==> src/rtl/burst_sync_pkg.sv <==
package burst_sync_pkg;
    localparam int unsigned WORD_W = 16;
    localparam logic [WORD_W-1:0] SYNC_ZERO = 16'h0000;
    localparam logic [WORD_W-1:0] SYNC_MARK_A = 16'hF872;
    localparam logic [WORD_W-1:0] SYNC_MARK_B = 16'h4E1F;

    typedef enum logic [2:0] {
        M_IDLE, M_Z1, M_Z2, M_Z3, M_Z4, M_MARK_A
    } match_state_t;

    typedef enum logic {
        T_IDLE, T_HOLD
    } hold_state_t;

    typedef enum logic [1:0] {
        C_WAIT, C_PC, C_PD
    } cap_state_t;
endpackage

==> src/rtl/burst_sync_matcher.sv <==
module burst_sync_matcher
    import burst_sync_pkg::*;
(
    input  logic              clk,
    input  logic              rst,
    input  logic              word_valid,
    input  logic [WORD_W-1:0] word_in,
    output logic              sync_hit
);
    match_state_t state_q, state_d;
    logic is_zero;

    assign is_zero = (word_in == SYNC_ZERO);

    always_ff @(posedge clk) begin
        if (rst) state_q <= M_IDLE;
        else     state_q <= state_d;
    end

    always_comb begin
        state_d = state_q;
        if (word_valid) begin
            unique case (state_q)
                M_IDLE:   state_d = is_zero ? M_Z1 : M_IDLE;
                M_Z1:     state_d = is_zero ? M_Z2 : M_IDLE;
                M_Z2:     state_d = is_zero ? M_Z3 : M_IDLE;
                M_Z3:     state_d = is_zero ? M_Z4 : M_IDLE;
                M_Z4: begin
                    if (is_zero)                      state_d = M_Z4;
                    else if (word_in == SYNC_MARK_A) state_d = M_MARK_A;
                    else                              state_d = M_IDLE;
                end
                M_MARK_A: state_d = is_zero ? M_Z1 : M_IDLE;
                default:  state_d = M_IDLE;
            endcase
        end
    end

    always_comb begin
        sync_hit = (state_q == M_MARK_A) && word_valid && (word_in == SYNC_MARK_B);
    end

    // an invalid cycle leaves the match progress untouched
    p_gap_holds_state_r5: assert property (@(posedge clk) disable iff (rst)
        (!word_valid && !$past(rst)) |=> $stable(state_q));
endmodule

==> src/rtl/burst_hold_timer.sv <==
module burst_hold_timer
    import burst_sync_pkg::*;
#(
    parameter int unsigned TIMEOUT_FRAMES = 4096
) (
    input  logic clk,
    input  logic rst,
    input  logic sync_hit,
    input  logic frame_strobe,
    output logic detected
);
    localparam int unsigned CNT_W = $clog2(TIMEOUT_FRAMES + 1);
    localparam logic [CNT_W-1:0] CNT_FULL = CNT_W'(TIMEOUT_FRAMES);
    localparam logic [CNT_W-1:0] CNT_ONE = CNT_W'(1);

    hold_state_t state_q, state_d;
    logic [CNT_W-1:0] remain_q;

    always_ff @(posedge clk) begin
        if (rst) state_q <= T_IDLE;
        else     state_q <= state_d;
    end

    always_comb begin
        state_d = state_q;
        unique case (state_q)
            T_IDLE: if (sync_hit) state_d = T_HOLD;
            T_HOLD: if (!sync_hit && frame_strobe && remain_q == CNT_ONE) state_d = T_IDLE;
            default: state_d = T_IDLE;
        endcase
    end

    always_ff @(posedge clk) begin
        if (rst)                                   remain_q <= '0;
        else if (sync_hit)                         remain_q <= CNT_FULL;
        else if (state_q == T_HOLD && frame_strobe) remain_q <= remain_q - CNT_ONE;
    end

    always_comb begin
        detected = (state_q == T_HOLD);
    end

    // the flag only rises as a result of a sync hit
    p_rise_on_hit_r2: assert property (@(posedge clk) disable iff (rst)
        (!$past(rst) && $rose(detected)) |-> $past(sync_hit));
    // the flag only drops on a frame strobe
    p_fall_on_strobe_r7: assert property (@(posedge clk) disable iff (rst)
        (!$past(rst) && $fell(detected)) |-> $past(frame_strobe));
    // a hit always leaves the flag set
    p_hit_sets_flag_r8: assert property (@(posedge clk) disable iff (rst)
        sync_hit |=> detected);
endmodule

==> src/rtl/burst_info_capture.sv <==
module burst_info_capture
    import burst_sync_pkg::*;
(
    input  logic              clk,
    input  logic              rst,
    input  logic              sync_hit,
    input  logic              word_valid,
    input  logic [WORD_W-1:0] word_in,
    output logic [WORD_W-1:0] info_c,
    output logic [WORD_W-1:0] info_d,
    output logic              capture_valid
);
    cap_state_t state_q, state_d;
    logic [WORD_W-1:0] pc_hold_q;

    always_ff @(posedge clk) begin
        if (rst) state_q <= C_WAIT;
        else     state_q <= state_d;
    end

    always_comb begin
        state_d = state_q;
        if (sync_hit) begin
            state_d = C_PC;
        end else if (word_valid) begin
            unique case (state_q)
                C_WAIT:  state_d = C_WAIT;
                C_PC:    state_d = C_PD;
                C_PD:    state_d = C_WAIT;
                default: state_d = C_WAIT;
            endcase
        end
    end

    always_ff @(posedge clk) begin
        if (rst) begin
            pc_hold_q     <= '0;
            info_c        <= '0;
            info_d        <= '0;
            capture_valid <= 1'b0;
        end else begin
            capture_valid <= 1'b0;
            if (!sync_hit && word_valid && state_q == C_PC) begin
                pc_hold_q <= word_in;
            end
            if (!sync_hit && word_valid && state_q == C_PD) begin
                info_c        <= pc_hold_q;
                info_d        <= word_in;
                capture_valid <= 1'b1;
            end
        end
    end

    // the update pulse lasts a single cycle
    p_pulse_single_r6: assert property (@(posedge clk) disable iff (rst)
        capture_valid |=> !capture_valid);
    // registers change only together with the pulse
    p_regs_stable_r6: assert property (@(posedge clk) disable iff (rst)
        (!capture_valid && !$past(rst)) |-> ($stable(info_c) && $stable(info_d)));
    // a capture needs an accepted word
    p_pulse_after_word_r5: assert property (@(posedge clk) disable iff (rst)
        (capture_valid && !$past(rst)) |-> $past(word_valid));
endmodule

==> src/rtl/burst_sync_detector.sv <==
module burst_sync_detector
    import burst_sync_pkg::*;
#(
    parameter int unsigned TIMEOUT_FRAMES = 4096
) (
    input  logic        clk,
    input  logic        rst,
    input  logic        word_valid,
    input  logic [15:0] word_in,
    input  logic        frame_strobe,
    output logic        detected,
    output logic [15:0] burst_info_c,
    output logic [15:0] burst_info_d,
    output logic        capture_valid
);
    logic sync_hit;

    burst_sync_matcher u_matcher (
        .clk        (clk),
        .rst        (rst),
        .word_valid (word_valid),
        .word_in    (word_in),
        .sync_hit   (sync_hit)
    );

    burst_hold_timer #(
        .TIMEOUT_FRAMES (TIMEOUT_FRAMES)
    ) u_timer (
        .clk          (clk),
        .rst          (rst),
        .sync_hit     (sync_hit),
        .frame_strobe (frame_strobe),
        .detected     (detected)
    );

    burst_info_capture u_capture (
        .clk           (clk),
        .rst           (rst),
        .sync_hit      (sync_hit),
        .word_valid    (word_valid),
        .word_in       (word_in),
        .info_c        (burst_info_c),
        .info_d        (burst_info_d),
        .capture_valid (capture_valid)
    );

    // after a reset edge every output is cleared
    p_reset_clears_r1: assert property (@(posedge clk)
        $past(rst) |-> (!detected && !capture_valid && burst_info_c == '0 && burst_info_d == '0));
endmodule

==> config.mk <==
export PLATFORM = sky130hd
export DESIGN_NAME = burst_sync_detector
export DESIGN_NICKNAME = d
export VERILOG_FILES = /design/src/rtl/burst_sync_pkg.sv /design/src/rtl/burst_sync_matcher.sv /design/src/rtl/burst_hold_timer.sv /design/src/rtl/burst_info_capture.sv /design/src/rtl/burst_sync_detector.sv
export SDC_FILE = /design/constraint.sdc
export NUM_CORES = 1
export LEC_CHECK = 0
export ABC_AREA = 1
export BUFFER_PORTS_ARGS = -buffer_cell sky130_fd_sc_hd__buf_2
export CAP_MARGIN = 20
export CORE_UTILIZATION = 40
export CTS_BUF_LIST = sky130_fd_sc_hd__clkbuf_8
export DETAILED_ROUTE_END_ITERATION = 12
export PLACE_DENSITY_LB_ADDON = 0.05
export SLEW_MARGIN = 20
export SYNTH_ARGS = -nofsm -noshare
export SYNTH_HDL_FRONTEND = slang
export SYNTH_SLANG_ARGS = --single-unit
export TNS_END_PERCENT = 30
==> constraint.sdc <==
create_clock -name clk -period 1.46 [get_ports clk]
set_input_delay 0 -clock clk [delete_from_list [all_inputs] [get_ports clk]]
set_output_delay 0 -clock clk [all_outputs]
set_load 0.02 [all_outputs]
== After elaboration in Yosys (flattened, before gate mapping) ==
Cells that the tools add are included.

* Bits in registers: 68
* Bits of input ports: 20
* Word-level logic and storage cells: 53

* Add/subtract/negate cells: 1
* Eq/ne operators: 10
* Multiplexer cells: 16
* Bitwise operators: 1
* Reductions and logical operators: 15

{| class="wikitable"
|+ Operators by type and width
! kind !! number
|-
| 2-to-1 mux 13 bit || 2
|-
| == test 16 x 15 -> 1 bit, second input constant || 1
|-
| == test 16 bit, second input constant || 1
|-
| zero test 16 bit || 1
|-
| case mux 3 bit (5 select lines) || 1
|-
| == test 13 x 1 -> 1 bit, second input constant || 1
|-
| subtractor 13 x 1 -> 13 bit, second input constant || 1
|-
| 2-to-1 mux 3 bit || 3
|-
| logical AND 1 bit || 8
|-
| == test 3 x 2 -> 1 bit, second input constant || 2
|-
| == test 3 bit, second input constant || 2
|-
| 2-to-1 mux 1 bit || 6
|-
| 2-to-1 mux 2 bit || 3
|-
| nonzero test 2 bit || 2
|-
| OR reduction 2 bit || 2
|-
| == test 3 x 1 -> 1 bit, second input constant || 1
|-
| zero test 3 bit || 1
|-
| == test 2 x 1 -> 1 bit, second input constant || 1
|-
| == test 2 bit, second input constant || 1
|-
| case mux 1 bit (2 select lines) || 1
|-
| zero test 1 bit || 1
|-
| NOT 1 bit || 1
|}

== Logic depth before layout (Yosys ltp) ==
* Word-level depth: 8
* Gate-level depth with buffers: 9
* Gate-level depth less buffers: 9

== By module ==
Synthesis repeated with hierarchy kept, for this count alone.

* Cells, all modules: 492
* Area total of the unflattened synthesis: 3285.7 um^2

{| class="wikitable"
|+ Modules (own cells, without submodules)
! module !! times used !! cells an instance !! area each (um^2) !! seq. area each (um^2)
|-
| burst_info_capture || 1 || 311 || 2155.8 || 1021.0
|-
| burst_hold_timer || 1 || 104 || 742.0 || 280.3
|-
| burst_sync_matcher || 1 || 77 || 387.9 || 60.1
|}

== Least setup slack after synthesis ==
No wires, ideal clock.

* Path kind: register -> register
* Start point: register u_timer.state_q (netlist: u_timer.detected)
* End point: register u_timer.remain_q[10]
* Arrival time: 1.323 ns
* Required time: 1.345 ns
* Path slack: 0.022 ns
* Cell stages (with the launch flop): 8
* Buffers on the path: 0
* Clock period less this slack: 1.438 ns
* Cell sequence: dfxtp_1 -> nand2_1 -> nor3_2 -> nand2_1 -> nor2_1 -> nand3_1 -> nand2_1 -> nor2_1

* Cells in the longest elaborated chain, start to end: 1

{| class="wikitable"
|+ RTL lines
! what !! line !! RTL
|-
| start, declared || burst_hold_timer.sv:16 || <nowiki>hold_state_t state_q, state_d;</nowiki>
|-
| start signal, assigned || burst_hold_timer.sv:21 || <nowiki>else state_q <= state_d;</nowiki>
|-
| logical AND 1 bit || burst_hold_timer.sv:36 || <nowiki>else if (state_q == T_HOLD && frame_strobe) remain_q <= remain_q - CNT_ONE;</nowiki>
|-
| end signal, assigned || burst_hold_timer.sv:36 ||
|-
| end, declared || burst_hold_timer.sv:17 || <nowiki>logic [CNT_W-1:0] remain_q;</nowiki>
|}

Every way passes these cells.
A chain may end at the register's enable or synchronous reset.

== Worst setup path after layout ==
* Start point: register u_matcher.state_q[1]
* End point: register u_timer.remain_q[9]

* Cells in the longest elaborated chain, start to end: 4

{| class="wikitable"
|+ RTL lines
! what !! line !! RTL
|-
| start, declared || burst_sync_matcher.sv:10 || <nowiki>match_state_t state_q, state_d;</nowiki>
|-
| start signal, assigned || burst_sync_matcher.sv:17 || <nowiki>else state_q <= state_d;</nowiki>
|-
| == test 3 bit || burst_sync_matcher.sv:40 || <nowiki>sync_hit = (state_q == M_MARK_A) && word_valid && (word_in == SYNC_MARK_B);</nowiki>
|-
| logical AND 1 bit (2 in series) || burst_sync_matcher.sv:40 ||
|-
| OR reduction 2 bit (no line) || - ||
|}

Every way passes these cells.

==> impl_metrics.py <==
metrics = {
    "finish": {
        "final_cells": 638,
        "layout_commonest_cell": "nand2_1",
        "drive_gt1_frac": 0.237,
        "regArea_mm2": 0.00137,
        "syn2layout_area_growth_pct": 26.5,
        "fin_util": 0.522,
        "antenna_cells": 0,
        "final_area_mm2": 0.00402,
        "fill_cells": 837,
        "fin_nets": 553,
        "multi_input_area_mm2": 0.00151,
        "final_cell_mix": "nand2_1 (86), nor2_1 (80), dfxtp_1 (63)",
    },
    "critical_path": {
        "start_kind": "flop",
        "required_ns": 1.70,
        "path_cells": "inv_2, nand3_1, nor2_1, nand4_1, buf_12, nand2_1, buf_12, nor3_1",
        "reg2reg_setup_slack_ns": 0.08,
        "worst-path-buf-inv": 3,
        "path_delay_family": "simple AND/OR/NAND/NOR gates",
        "crit_fanout": 11,
        "ff2ff_path_depth": 8,
        "path_class": "flop to flop",
        "critPathSlowestCell": "dfxtp_2",
        "arrival_ns": 1.62,
        "r2r-end": "u_timer.remain_q[9]$_SDFFE_PP0P_",
        "cp_common_cell": "buf_12",
        "cpPeakStageDelay_ns": 0.33,
        "timing.rr.start": "u_matcher.state_q[1]$_SDFFE_PP0P_",
        "cp-end-kind": "flop",
    },
    "placed_design": {
        "dp_hpwl_um": 5210,
        "dp_cells": 614,
        "placed_cell_area_mm2": 0.00365,
        "gp_congestion": 0.830,
        "pre_cts_slack_ns": 0.0117,
        "io_buffers": 53,
    },
    "die": {
        "die_area_mm2": 0.00830,
        "core_area_mm2": 0.00769,
        "die_w_um": 91.1,
        "io-pin-count": 54,
        "rows": 32,
        "die_h_um": 91.1,
        "initial_core_util": 0.413,
    },
    "sta": {
        "hold_viol": 0,
        "rsz0062_at_grt": "false",
        "max_slew_margin": 0.809,
        "finalSetupViolCount": 0,
        "finalMaxSlewViolations": 0,
        "setup_slack_ns": 0.0758,
        "fin_crit_sh": 0.948,
        "fmax_mhz": 722,
        "worst_pin_slew_ns": 0.284,
        "min_period_ns": 1.38,
        "finClkSkew_ns": 0.0142,
        "setup_tns_ns": 0,
    },
    "global_route": {
        "grt_pass1_wl_um": 13100,
        "grt.busiest_layer": "met2",
        "grtUsageMet3": 0.0369,
        "grt_util_met2": 0.324,
        "grt_usage": 0.195,
        "grt-ovfl-total": 0,
        "antenna_found_initial": 0,
        "grt_pass1_vias": 2876,
        "grt_max_degree": 66,
        "use_met1": 0.250,
    },
    "logic_synthesis": {
        "ys_seq_area_frac": 0.429,
        "yosysTopAreaCell": "dfxtp_1",
        "yosys_register_bits": 68,
        "syn_avg_cell_area_um2": 6.78,
        "synth_nets": 490,
        "synth_ff_type": "dfxtp_1",
        "async_reset_ff_frac": 0,
        "synthTopCellsByArea": "dfxtp_1 (43%), nand2_1 (10%), nor2_1 (9.8%), nand3_1 (9.1%), a21oi_1 (9.0%)",
        "synth_cells": 468,
        "netlist.area_leader.share": 0.429,
        "ys_types": 21,
        "yosysWarnings": 0,
        "synth_area_mm2": 0.00317,
        "synth-edff-count": 0,
    },
    "detailed_routing": {
        "wl_um": 7710,
        "drc": 0,
        "postRouteAntennaNets": 0,
        "drt-pass1-iter-count": 4,
        "viasPerCell": 4.82,
        "avgRoutedWirePerCell_um": 12.1,
        "route.vias.total": 3077,
        "drt_iter0_markers": 124,
    },
    "clock_network": {
        "path_clk_slew_ns": 0.09,
        "cts_htree_levels": 3,
        "clock_path_buffers": 2,
        "insertion_delay_ns": 0.35,
        "cts_tree": "done",
        "cts_sinks": 68,
        "root_buffer": "clkbuf_8",
        "numCtsBuffers": 9,
    },
    "pwr": {
        "ir_drop_uv": 399,
        "cellLeakagePower_nw": 1.79,
        "power_density_mw_per_mm2": 938,
    },
    "hold_path": {
        "hold_end": "u_capture.info_d[2]$_SDFFE_PP0P_",
        "hold_class": "primary input to flop",
        "min-delay-start": "word_in[2]",
        "min_path_cells": 5,
    },
    "flow_run": {
        "maxCapViolations": 0,
    },
    "run_status": {
        "outcome": "completed",
    },
}
## worst max path at each step
stage                     cells past startpoint                                end                         startpoint  slack (ns)
final                                         8   u_timer.remain_q[9]$_SDFFE_PP0P_  u_matcher.state_q[1]$_SDFFE_PP0P_        0.08
after global routing                         10  u_timer.remain_q[10]$_SDFFE_PP0P_   u_timer.remain_q[0]$_SDFFE_PP0P_      0.0005
after global placement                       10  u_timer.remain_q[10]$_SDFFE_PP0P_   u_timer.remain_q[0]$_SDFFE_PP0P_        0.05
after CTS                                     7   u_timer.remain_q[9]$_SDFFE_PP0P_  u_matcher.state_q[0]$_SDFFE_PP0P_       0.007
after floorplan                               7  u_timer.remain_q[10]$_SDFFE_PP0P_        u_timer.detected$_SDFF_PP0_        0.02
after detailed placement                      7   u_timer.remain_q[9]$_SDFFE_PP0P_  u_matcher.state_q[0]$_SDFFE_PP0P_        0.01
## flip-flops by register name, indices dropped and copies added (netlist names)
name / cells
u_capture.info_c: 16
u_capture.state_q: 2
u_timer.detected: 1
u_matcher.state_q: 3
u_timer.remain_q: 13
u_capture.info_d: 16
u_capture.pc_hold_q: 16
u_capture.capture_valid: 1
## through the flow
step	hold slack, ns	power [mW]
6_report	0.0373	3.77
5_1_grt	0.0713	3.92
4_1_cts	0.0365	3.81
3_5_place_dp	0.269	2.06
3_3_place_gp	0.272	2.06
2_1_floorplan	0.0691	1.98
## kinds of logic after synthesis
kind of cell / after synthesis / synth area share
and+or+nand+nor: 243 / 0.324
xor gates and xnor gates: 5 / 0.0138
adders and majority gates: 2 / 0.00788
DFF: 68 / 0.429
buffers and inverters: 82 / 0.110
AOI/OAI and AO/OA: 68 / 0.115
## cell usage after synthesis, types with 2 or more instances
master    count
nand2_1      86
o21ai_0       4
xor2_1        5
buf_2        19
clkbuf_1      5
or2_2         2
a21oi_2       6
dfxtp_1      68
ha_1          2
a21oi_1      57
buf_6         2
nor2_1       83
nand3_1      58
nor3_1        5
inv_1        53
nand4_1       7
inv_2         2
## final cells by class
cell class,instances,share of cell area
tap,102,0.0318
clock buffer,9,0.0308
clock inverter,7,0.0252
timing repair buffer,79,0.143
sequential,68,0.340
inverter,55,0.0514
multi-input combinational,318,0.377
## worst reg2reg max path: cells and delay by family (launching register included)
| family | cells | cell delay (ns) |
|---|---|---|
| buffers and inverters | 3 | 0.42 |
| DFF | 1 | 0.33 |
| and+or+nand+nor | 5 | 0.53 |
## what timing repair did
item / in CTS / in global routing
setup buffers: 0 / 6
endpoints found under the setup margin: 0 / 49
gates resized for setup: 0 / 27
hold buffers: 1 / 0
endpoints found under the hold margin: 6 / 0
## power by group
part	switching (mW)	internal [mW]	total, mW
sequential	0.000000345	1.85	1.85
clock	0.777	0.969	1.75
combinational	0.110	0.0582	0.168
## layer usage
layer	part of all wire	vias to the layer above	wire, um
li1	-	1618	-
met1	0.49	1387	3750
met2	0.45	61	3490
met3	0.044	11	337
met4	0.016	0	122
met5	0	-	0
Power figures use the tool's default switching activity.
